<file path="config.mk">
export PLATFORM = sky130hd
export DESIGN_NAME = sb_hazard_ctrl
export DESIGN_NICKNAME = d
export VERILOG_FILES = /design/src/rtl/sb_pkg.sv /design/src/rtl/sb_fu_entry.sv /design/src/rtl/sb_reg_status.sv /design/src/rtl/sb_hazard_ctrl.sv
export SDC_FILE = /design/constraint.sdc
export NUM_CORES = 1
export LEC_CHECK = 0
export BUFFER_PORTS_ARGS = -buffer_cell sky130_fd_sc_hd__buf_2
export CAP_MARGIN = 20
export CORE_ASPECT_RATIO = 1.4
export CORE_MARGIN = 8
export CORE_UTILIZATION = 60
export DETAILED_ROUTE_END_ITERATION = 12
export PLACE_DENSITY = 0.75
export SYNTH_ARGS = -nofsm -noshare
export SYNTH_HDL_FRONTEND = slang
export SYNTH_SLANG_ARGS = --single-unit
export TNS_END_PERCENT = 10
</file>
<file path="constraint.sdc">
create_clock -name clk -period 2.1 [get_ports clk]
set_input_delay 0.105 -clock clk [delete_from_list [all_inputs] [get_ports clk]]
set_output_delay 0.105 -clock clk [all_outputs]
set_load 0.01 [all_outputs]
</file>
<file path="src/rtl/sb_pkg.sv">
package sb_pkg;
    parameter int NUM_FU  = 4;
    parameter int NUM_REG = 8;
    parameter int OP_W    = 4;

    localparam int UID_W = $clog2(NUM_FU + 1);
    localparam int REG_W = $clog2(NUM_REG);
    localparam int SEL_W = $clog2(NUM_FU);

    typedef logic [UID_W-1:0] uid_t;
    typedef logic [REG_W-1:0] reg_t;

    typedef enum logic [1:0] {
        PH_WAIT_OPS = 2'd0,
        PH_EXEC     = 2'd1,
        PH_DONE     = 2'd2
    } phase_e;

    typedef struct packed {
        logic            busy;
        phase_e          ph;
        logic [OP_W-1:0] op;
        reg_t            fi;
        reg_t            fj;
        reg_t            fk;
        uid_t            qj;
        uid_t            qk;
        logic            rj;
        logic            rk;
    } fu_stat_t;

    function automatic uid_t unit_tag(input int idx);
        return uid_t'(idx + 1);
    endfunction
endpackage

</file>
<file path="src/rtl/sb_fu_entry.sv">
module sb_fu_entry
    import sb_pkg::*;
#(
    parameter int UNIT_IDX = 0
) (
    input  logic              clk,
    input  logic              rst,
    input  logic              issue_en,
    input  logic [OP_W-1:0]   op_in,
    input  reg_t              fi_in,
    input  reg_t              fj_in,
    input  reg_t              fk_in,
    input  uid_t              qj_in,
    input  uid_t              qk_in,
    input  logic              done_in,
    input  logic [NUM_FU-1:0] wb_vec,
    output fu_stat_t          st,
    output logic              rd_grant
);
    logic hit_j, hit_k;

    always_comb begin
        hit_j = 1'b0;
        hit_k = 1'b0;
        for (int k = 0; k < NUM_FU; k++) begin
            if (wb_vec[k] && st.qj == unit_tag(k)) hit_j = 1'b1;
            if (wb_vec[k] && st.qk == unit_tag(k)) hit_k = 1'b1;
        end
    end

    assign rd_grant = st.busy && st.ph == PH_WAIT_OPS && st.rj && st.rk;

    always_ff @(posedge clk) begin
        if (rst) begin
            st <= '0;
        end else if (issue_en) begin
            st.busy <= 1'b1;
            st.ph   <= PH_WAIT_OPS;
            st.op   <= op_in;
            st.fi   <= fi_in;
            st.fj   <= fj_in;
            st.fk   <= fk_in;
            st.qj   <= qj_in;
            st.qk   <= qk_in;
            st.rj   <= (qj_in == '0);
            st.rk   <= (qk_in == '0);
        end else begin
            if (rd_grant) begin
                st.rj <= 1'b0;
                st.rk <= 1'b0;
                st.ph <= PH_EXEC;
            end
            if (done_in && st.busy && st.ph == PH_EXEC) st.ph <= PH_DONE;
            if (wb_vec[UNIT_IDX]) begin
                st.busy <= 1'b0;
                st.ph   <= PH_WAIT_OPS;
            end
            if (hit_j) begin
                st.qj <= '0;
                st.rj <= 1'b1;
            end
            if (hit_k) begin
                st.qk <= '0;
                st.rk <= 1'b1;
            end
        end
    end

    // one operand read per instruction
    p_read_once_r5: assert property (@(posedge clk) disable iff (rst)
        rd_grant |=> !rd_grant);

    // a done pulse while waiting for operands does not finish the unit
    p_early_done_ignored_r8: assert property (@(posedge clk) disable iff (rst)
        (done_in && st.busy && st.ph == PH_WAIT_OPS && !rd_grant) |=> st.ph != PH_DONE);

    // reaching the finished phase requires an accepted done pulse
    p_done_needs_pulse_r10: assert property (@(posedge clk) disable iff (rst)
        (st.ph == PH_DONE && $past(st.ph) != PH_DONE) |-> $past(done_in));

    // a finished unit keeps requesting until it gets write-back
    p_done_holds_r10: assert property (@(posedge clk) disable iff (rst)
        (st.busy && st.ph == PH_DONE && !wb_vec[UNIT_IDX]) |=> (st.busy && st.ph == PH_DONE));
endmodule

</file>
<file path="src/rtl/sb_reg_status.sv">
module sb_reg_status
    import sb_pkg::*;
(
    input  logic                          clk,
    input  logic                          rst,
    input  logic                          set_en,
    input  reg_t                          set_reg,
    input  uid_t                          set_tag,
    input  logic [NUM_REG-1:0]            clr_vec,
    output logic [NUM_REG-1:0][UID_W-1:0] stat
);
    for (genvar r = 0; r < NUM_REG; r++) begin : g_reg
        always_ff @(posedge clk) begin
            if (rst)                                  stat[r] <= '0;
            else if (set_en && set_reg == reg_t'(r))  stat[r] <= set_tag;
            else if (clr_vec[r])                      stat[r] <= '0;
        end
    end
endmodule

</file>
<file path="src/rtl/sb_hazard_ctrl.sv">
module sb_hazard_ctrl
    import sb_pkg::*;
(
    input  logic              clk,
    input  logic              rst,
    input  logic              iss_valid,
    input  logic [SEL_W-1:0]  iss_fu,
    input  logic [OP_W-1:0]   iss_op,
    input  logic [REG_W-1:0]  iss_dst,
    input  logic [REG_W-1:0]  iss_src1,
    input  logic [REG_W-1:0]  iss_src2,
    input  logic [NUM_FU-1:0] fu_done,
    output logic              iss_stall,
    output logic [NUM_FU-1:0] rd_grant,
    output logic [NUM_FU-1:0] wb_grant
);
    fu_stat_t                      st [NUM_FU];
    logic [NUM_REG-1:0][UID_W-1:0] reg_stat;
    logic [NUM_REG-1:0]            reg_clr;
    logic [NUM_FU-1:0]             war_hold;
    logic [NUM_FU-1:0]             busy_vec;
    logic                          issue_go;
    uid_t                          tag_j, tag_k;

    for (genvar g = 0; g < NUM_FU; g++) begin : g_busy
        assign busy_vec[g] = st[g].busy;
    end

    assign iss_stall = iss_valid && (busy_vec[iss_fu] || reg_stat[iss_dst] != '0);
    assign issue_go  = iss_valid && !iss_stall;

    // source tags: a producer writing back this cycle counts as already written
    always_comb begin
        tag_j = reg_stat[iss_src1];
        tag_k = reg_stat[iss_src2];
        for (int k = 0; k < NUM_FU; k++) begin
            if (wb_grant[k] && tag_j == unit_tag(k)) tag_j = '0;
            if (wb_grant[k] && tag_k == unit_tag(k)) tag_k = '0;
        end
    end

    // write-after-read: someone still has to read the old value of fi
    always_comb begin
        war_hold = '0;
        for (int f = 0; f < NUM_FU; f++) begin
            for (int u = 0; u < NUM_FU; u++) begin
                if (u != f && st[u].busy && st[u].ph == PH_WAIT_OPS &&
                    ((st[u].fj == st[f].fi && st[u].rj) ||
                     (st[u].fk == st[f].fi && st[u].rk)))
                    war_hold[f] = 1'b1;
            end
        end
    end

    always_comb begin
        reg_clr = '0;
        for (int f = 0; f < NUM_FU; f++)
            if (wb_grant[f]) reg_clr[st[f].fi] = 1'b1;
    end

    for (genvar g = 0; g < NUM_FU; g++) begin : g_unit
        assign wb_grant[g] = st[g].busy && st[g].ph == PH_DONE && !war_hold[g];

        sb_fu_entry #(.UNIT_IDX(g)) u_entry (
            .clk      (clk),
            .rst      (rst),
            .issue_en (issue_go && iss_fu == SEL_W'(g)),
            .op_in    (iss_op),
            .fi_in    (iss_dst),
            .fj_in    (iss_src1),
            .fk_in    (iss_src2),
            .qj_in    (tag_j),
            .qk_in    (tag_k),
            .done_in  (fu_done[g]),
            .wb_vec   (wb_grant),
            .st       (st[g]),
            .rd_grant (rd_grant[g])
        );
    end

    sb_reg_status u_regstat (
        .clk     (clk),
        .rst     (rst),
        .set_en  (issue_go),
        .set_reg (iss_dst),
        .set_tag (unit_tag(int'(iss_fu))),
        .clr_vec (reg_clr),
        .stat    (reg_stat)
    );

    // nothing is granted in the first cycle after reset
    p_quiet_after_reset_r1: assert property (@(posedge clk) disable iff (rst)
        $past(rst) |-> (rd_grant == '0 && wb_grant == '0 && !iss_stall));

    // an occupied unit blocks issue
    p_struct_stall_r2: assert property (@(posedge clk) disable iff (rst)
        (iss_valid && busy_vec[iss_fu]) |-> iss_stall);

    for (genvar i = 0; i < NUM_FU; i++) begin : g_chk_i
        // the unit is free right after its write-back
        p_release_r9: assert property (@(posedge clk) disable iff (rst)
            wb_grant[i] |=> !st[i].busy);

        for (genvar j = 0; j < NUM_FU; j++) begin : g_chk_j
            if (i < j) begin : g_pair
                // two busy units never share a destination
                p_single_writer_r3: assert property (@(posedge clk) disable iff (rst)
                    (st[i].busy && st[j].busy) |-> st[i].fi != st[j].fi);
            end
            if (i != j) begin : g_cross
                // a result is never written while a ready reader of that register waits
                p_war_hold_r7: assert property (@(posedge clk) disable iff (rst)
                    (wb_grant[i] && st[j].busy && st[j].ph == PH_WAIT_OPS && st[j].fj == st[i].fi)
                    |-> !st[j].rj);
                // no forwarding, the consumer reads after the producer's write
                p_no_forward_r6: assert property (@(posedge clk) disable iff (rst)
                    (wb_grant[i] && st[j].busy && (st[j].qj == unit_tag(i) || st[j].qk == unit_tag(i)))
                    |-> !rd_grant[j]);
            end
        end
    end

    // an accepted issue marks the destination as pending
    p_issue_claims_r4: assert property (@(posedge clk) disable iff (rst)
        issue_go |=> reg_stat[$past(iss_dst)] == unit_tag(int'($past(iss_fu))));
endmodule

</file>
==> flow_summary.toml <==
[clock_network]
clockRootBuffer = "clkbuf_16"
clock_latency_ns = 0.36
cts_tree = "yes"
cts_buffers = 9
clockBufferDepth = 2
ctsHoldBuffers = 0
cts.sink_count = 104
htreeDepth = 3
clk_pin_slew_ns = 0.07

[routing]
dr.pass1.iters = 5
via_per_inst = 6.84
wl_per_cell_um = 23.3
first_iter_violations = 511
drc_errors = 0
ant_nets = 0
wl_um = 23600
dr_total_vias = 6932

[grt]
grt_usage_pct = 30.6
antenna_found_initial = 0
grt_pass1_vias = 6719
grt_pass1_wl_um = 36000
grt_remaining_overflow = 0
grt_max_degree = 27

[final_layout]
diodes = 0
fillerInstances = 829
design_area_um2 = 8420
layout-drive-gt1-share_pct = 33.4
multi_input_area_um2 = 4620
regArea_um2 = 2160
area_delta_synth_final_pct = 22.4
nets = 890

[sta]
setup_violations = 19
rsz0062_at_grt = "true"
setup_ws_ns = -0.0838
min_period_over_period_pct = 104
finalHoldViolations = 0
slew_headroom_pct = 58.3
tightest_slew_ns = 0.624
final-max-slew-violation-count = 0
finalClockSkew_ns = 0.00892
finalWorstPathRequiredPeriod_ns = 2.18
fmax_ghz = 0.458

[placement]
post_dp_cell_area_um2 = 7640
port_buffers = 26
dp_hpwl_um = 17000
place_congestion = 0.998

[synth]
yosysUniqueCellTypes = 87
syn_area_um2 = 6880
ys_async_sr_fraction_pct = 0
avgSynthCellArea_um2 = 8.79
ys_ff_latch = 104
yosysSeqAreaShare_pct = 30.3
synth.yosys.warnings = 0
synth_enable_flop_cells = 0
syn-num-nets = 808
synth_flop_cell = "dfxtp_1"
synth_cells = 782

[worst_setup_path]
critical_path.endpoint_type = "register"
critical_path_class = "register to register"
path_max_fanout = 8
max_stage_delay_ns = 0.57
required_ns = 2.35
startpoint_type = "register"
cp.arrival_ns = 2.43
cp_cell_sequence = "and2b_1 > or2b_4 > a21o_4 > or4b_4 > o21ai_4 > nor4b_4 > a31o_1"
cp_slowest_cell = "or4b_4"

[outcome]
violations = "setup timing"
status = "complete, but fails checks"

[die]
initial_core_util_pct = 61.0
die_x_um = 106
core_area_um2 = 11300
pin_count = 31
die-area_um2 = 15200
die_h_um = 143
rows = 46

[min_path]
hp-class = "input port to register"

[pwr]
power.total_mw = 4.58
power_leakage_nw = 2.91
power_density_nw_per_um2 = 544
ir_drop_uv = 361

[run]
max_cap_violations = 0
[registers in the layout, indices dropped and copies added (netlist names)]
name / flops
u_regstat.stat: 24
g_unit.u_entry.st: 80
[worst max-delay path: cells and delay by family, from the launching register on]
family	cells	cell delay [ns]
flip-flops	1	0.34
AO/OA/AOI/OAI	3	0.60
AND/OR/NAND/NOR	4	1.13
[routing by layer]
layer | vias up | part of all wire [%] | GRT usage, %
met3 | 138 | 7.6 | 6.45
met4 | 0 | 7.7 | 21.8
met1 | 3357 | 36 | 33.5
met2 | 403 | 48 | 51.4
met5 | - | 0 | 0
li1 | 3034 | - | -
[per-stage QoR]
step                      TNS, ns  setup WS, ns  instances  hold slack [ns]  util, %
after floorplan                 0         0.168        782            0.322        -
after global placement      -9.13        -0.304        995            0.458     67.7
after detailed placement   -10.57        -0.317        995            0.471     67.7
after CTS                  -0.188       -0.0569       1015           0.0956     73.0
after global routing        -2.64        -0.137       1013            0.117     74.6
final                      -0.534       -0.0838       1013            0.103     74.6
[worst paths after layout]
kind	start	to	slack [ns]	depth (start not counted)
min	fu_done[2]	g_unit[2].u_entry.st[22]	0.10	3
min reg2reg	u_regstat.stat[20]	u_regstat.stat[20]	0.49	2
max reg2reg	g_unit[3].u_entry.st[21]	u_regstat.stat[4]	-0.08	7
max	g_unit[3].u_entry.st[21]	u_regstat.stat[4]	-0.08	7
[where the power goes]
group          switching, mW  total [mW]  leakage, nW  internal [mW]
Clock                  0.778        1.74        0.139          0.961
Combinational          0.403       0.725         1.91          0.321
Sequential             0.101        2.12        0.864           2.02
[cells in the mapped netlist (13+ instances only)]
cell	n	area (µm²)
nand2_1	110	413
dfxtp_1	104	2080
xnor2_1	72	631
a21oi_1	57	285
nand4_1	34	213
nand3_1	21	105
inv_1	19	71.3
nor2_1	19	71.3
o21ai_0	19	95.1
nor3b_1	18	135
buf_6	16	180
nor3_1	16	80.1
buf_4	15	113
o211ai_1	14	105
buf_2	13	65.1
clkbuf_1	13	48.8
[what timing repair did]
action | CTS | global route
setup buffers | 5 | 1
cloned | 0 | 0
resized for setup | 65 | 75
setup endpoints to repair | 77 | 89
pin swaps | 13 | 22
[cell usage in the layout (no fill, tap or decap), drive strengths merged, types with 5 or more instances in the layout]
cell	count
a21o	7
a21oi	65
a221oi	8
a22o	5
a22oi	6
a31o	6
a31oi	8
a32oi	8
and2	15
and3	8
and3b	7
buf	136
clkbuf	12
dfxtp	104
inv	19
mux2i	10
mux4	15
nand2	110
nand2b	5
nand3	23
nand4	34
nand4b	6
nor2	20
nor3	17
nor3b	18
nor4	15
nor4b	6
o211ai	14
o21ai	26
o22ai	5
xnor2	72
[kinds of logic (layout without fill, tap and decap cells)]
logic type,after synthesis,after routing,share of synthesized area (%)
buf+inv,84,171,7.79
simple gates,305,305,25.5
fa+ha+maj,4,4,0.728
mux,29,29,7.35
flops,104,104,30.3
xor+xnor,72,72,9.17
compound gates,184,184,19.2
[final cells by class]
cell class | count | share of cell area (%)
inverter | 19 | 0.847
tap | 144 | 2.14
clock inverter | 4 | 0.639
clock buffer | 12 | 2.93
sequential | 104 | 25.6
timing repair buffer | 136 | 13.0
multi-input combinational | 594 | 54.9
Note: power is estimated with default switching activity, not from simulation.
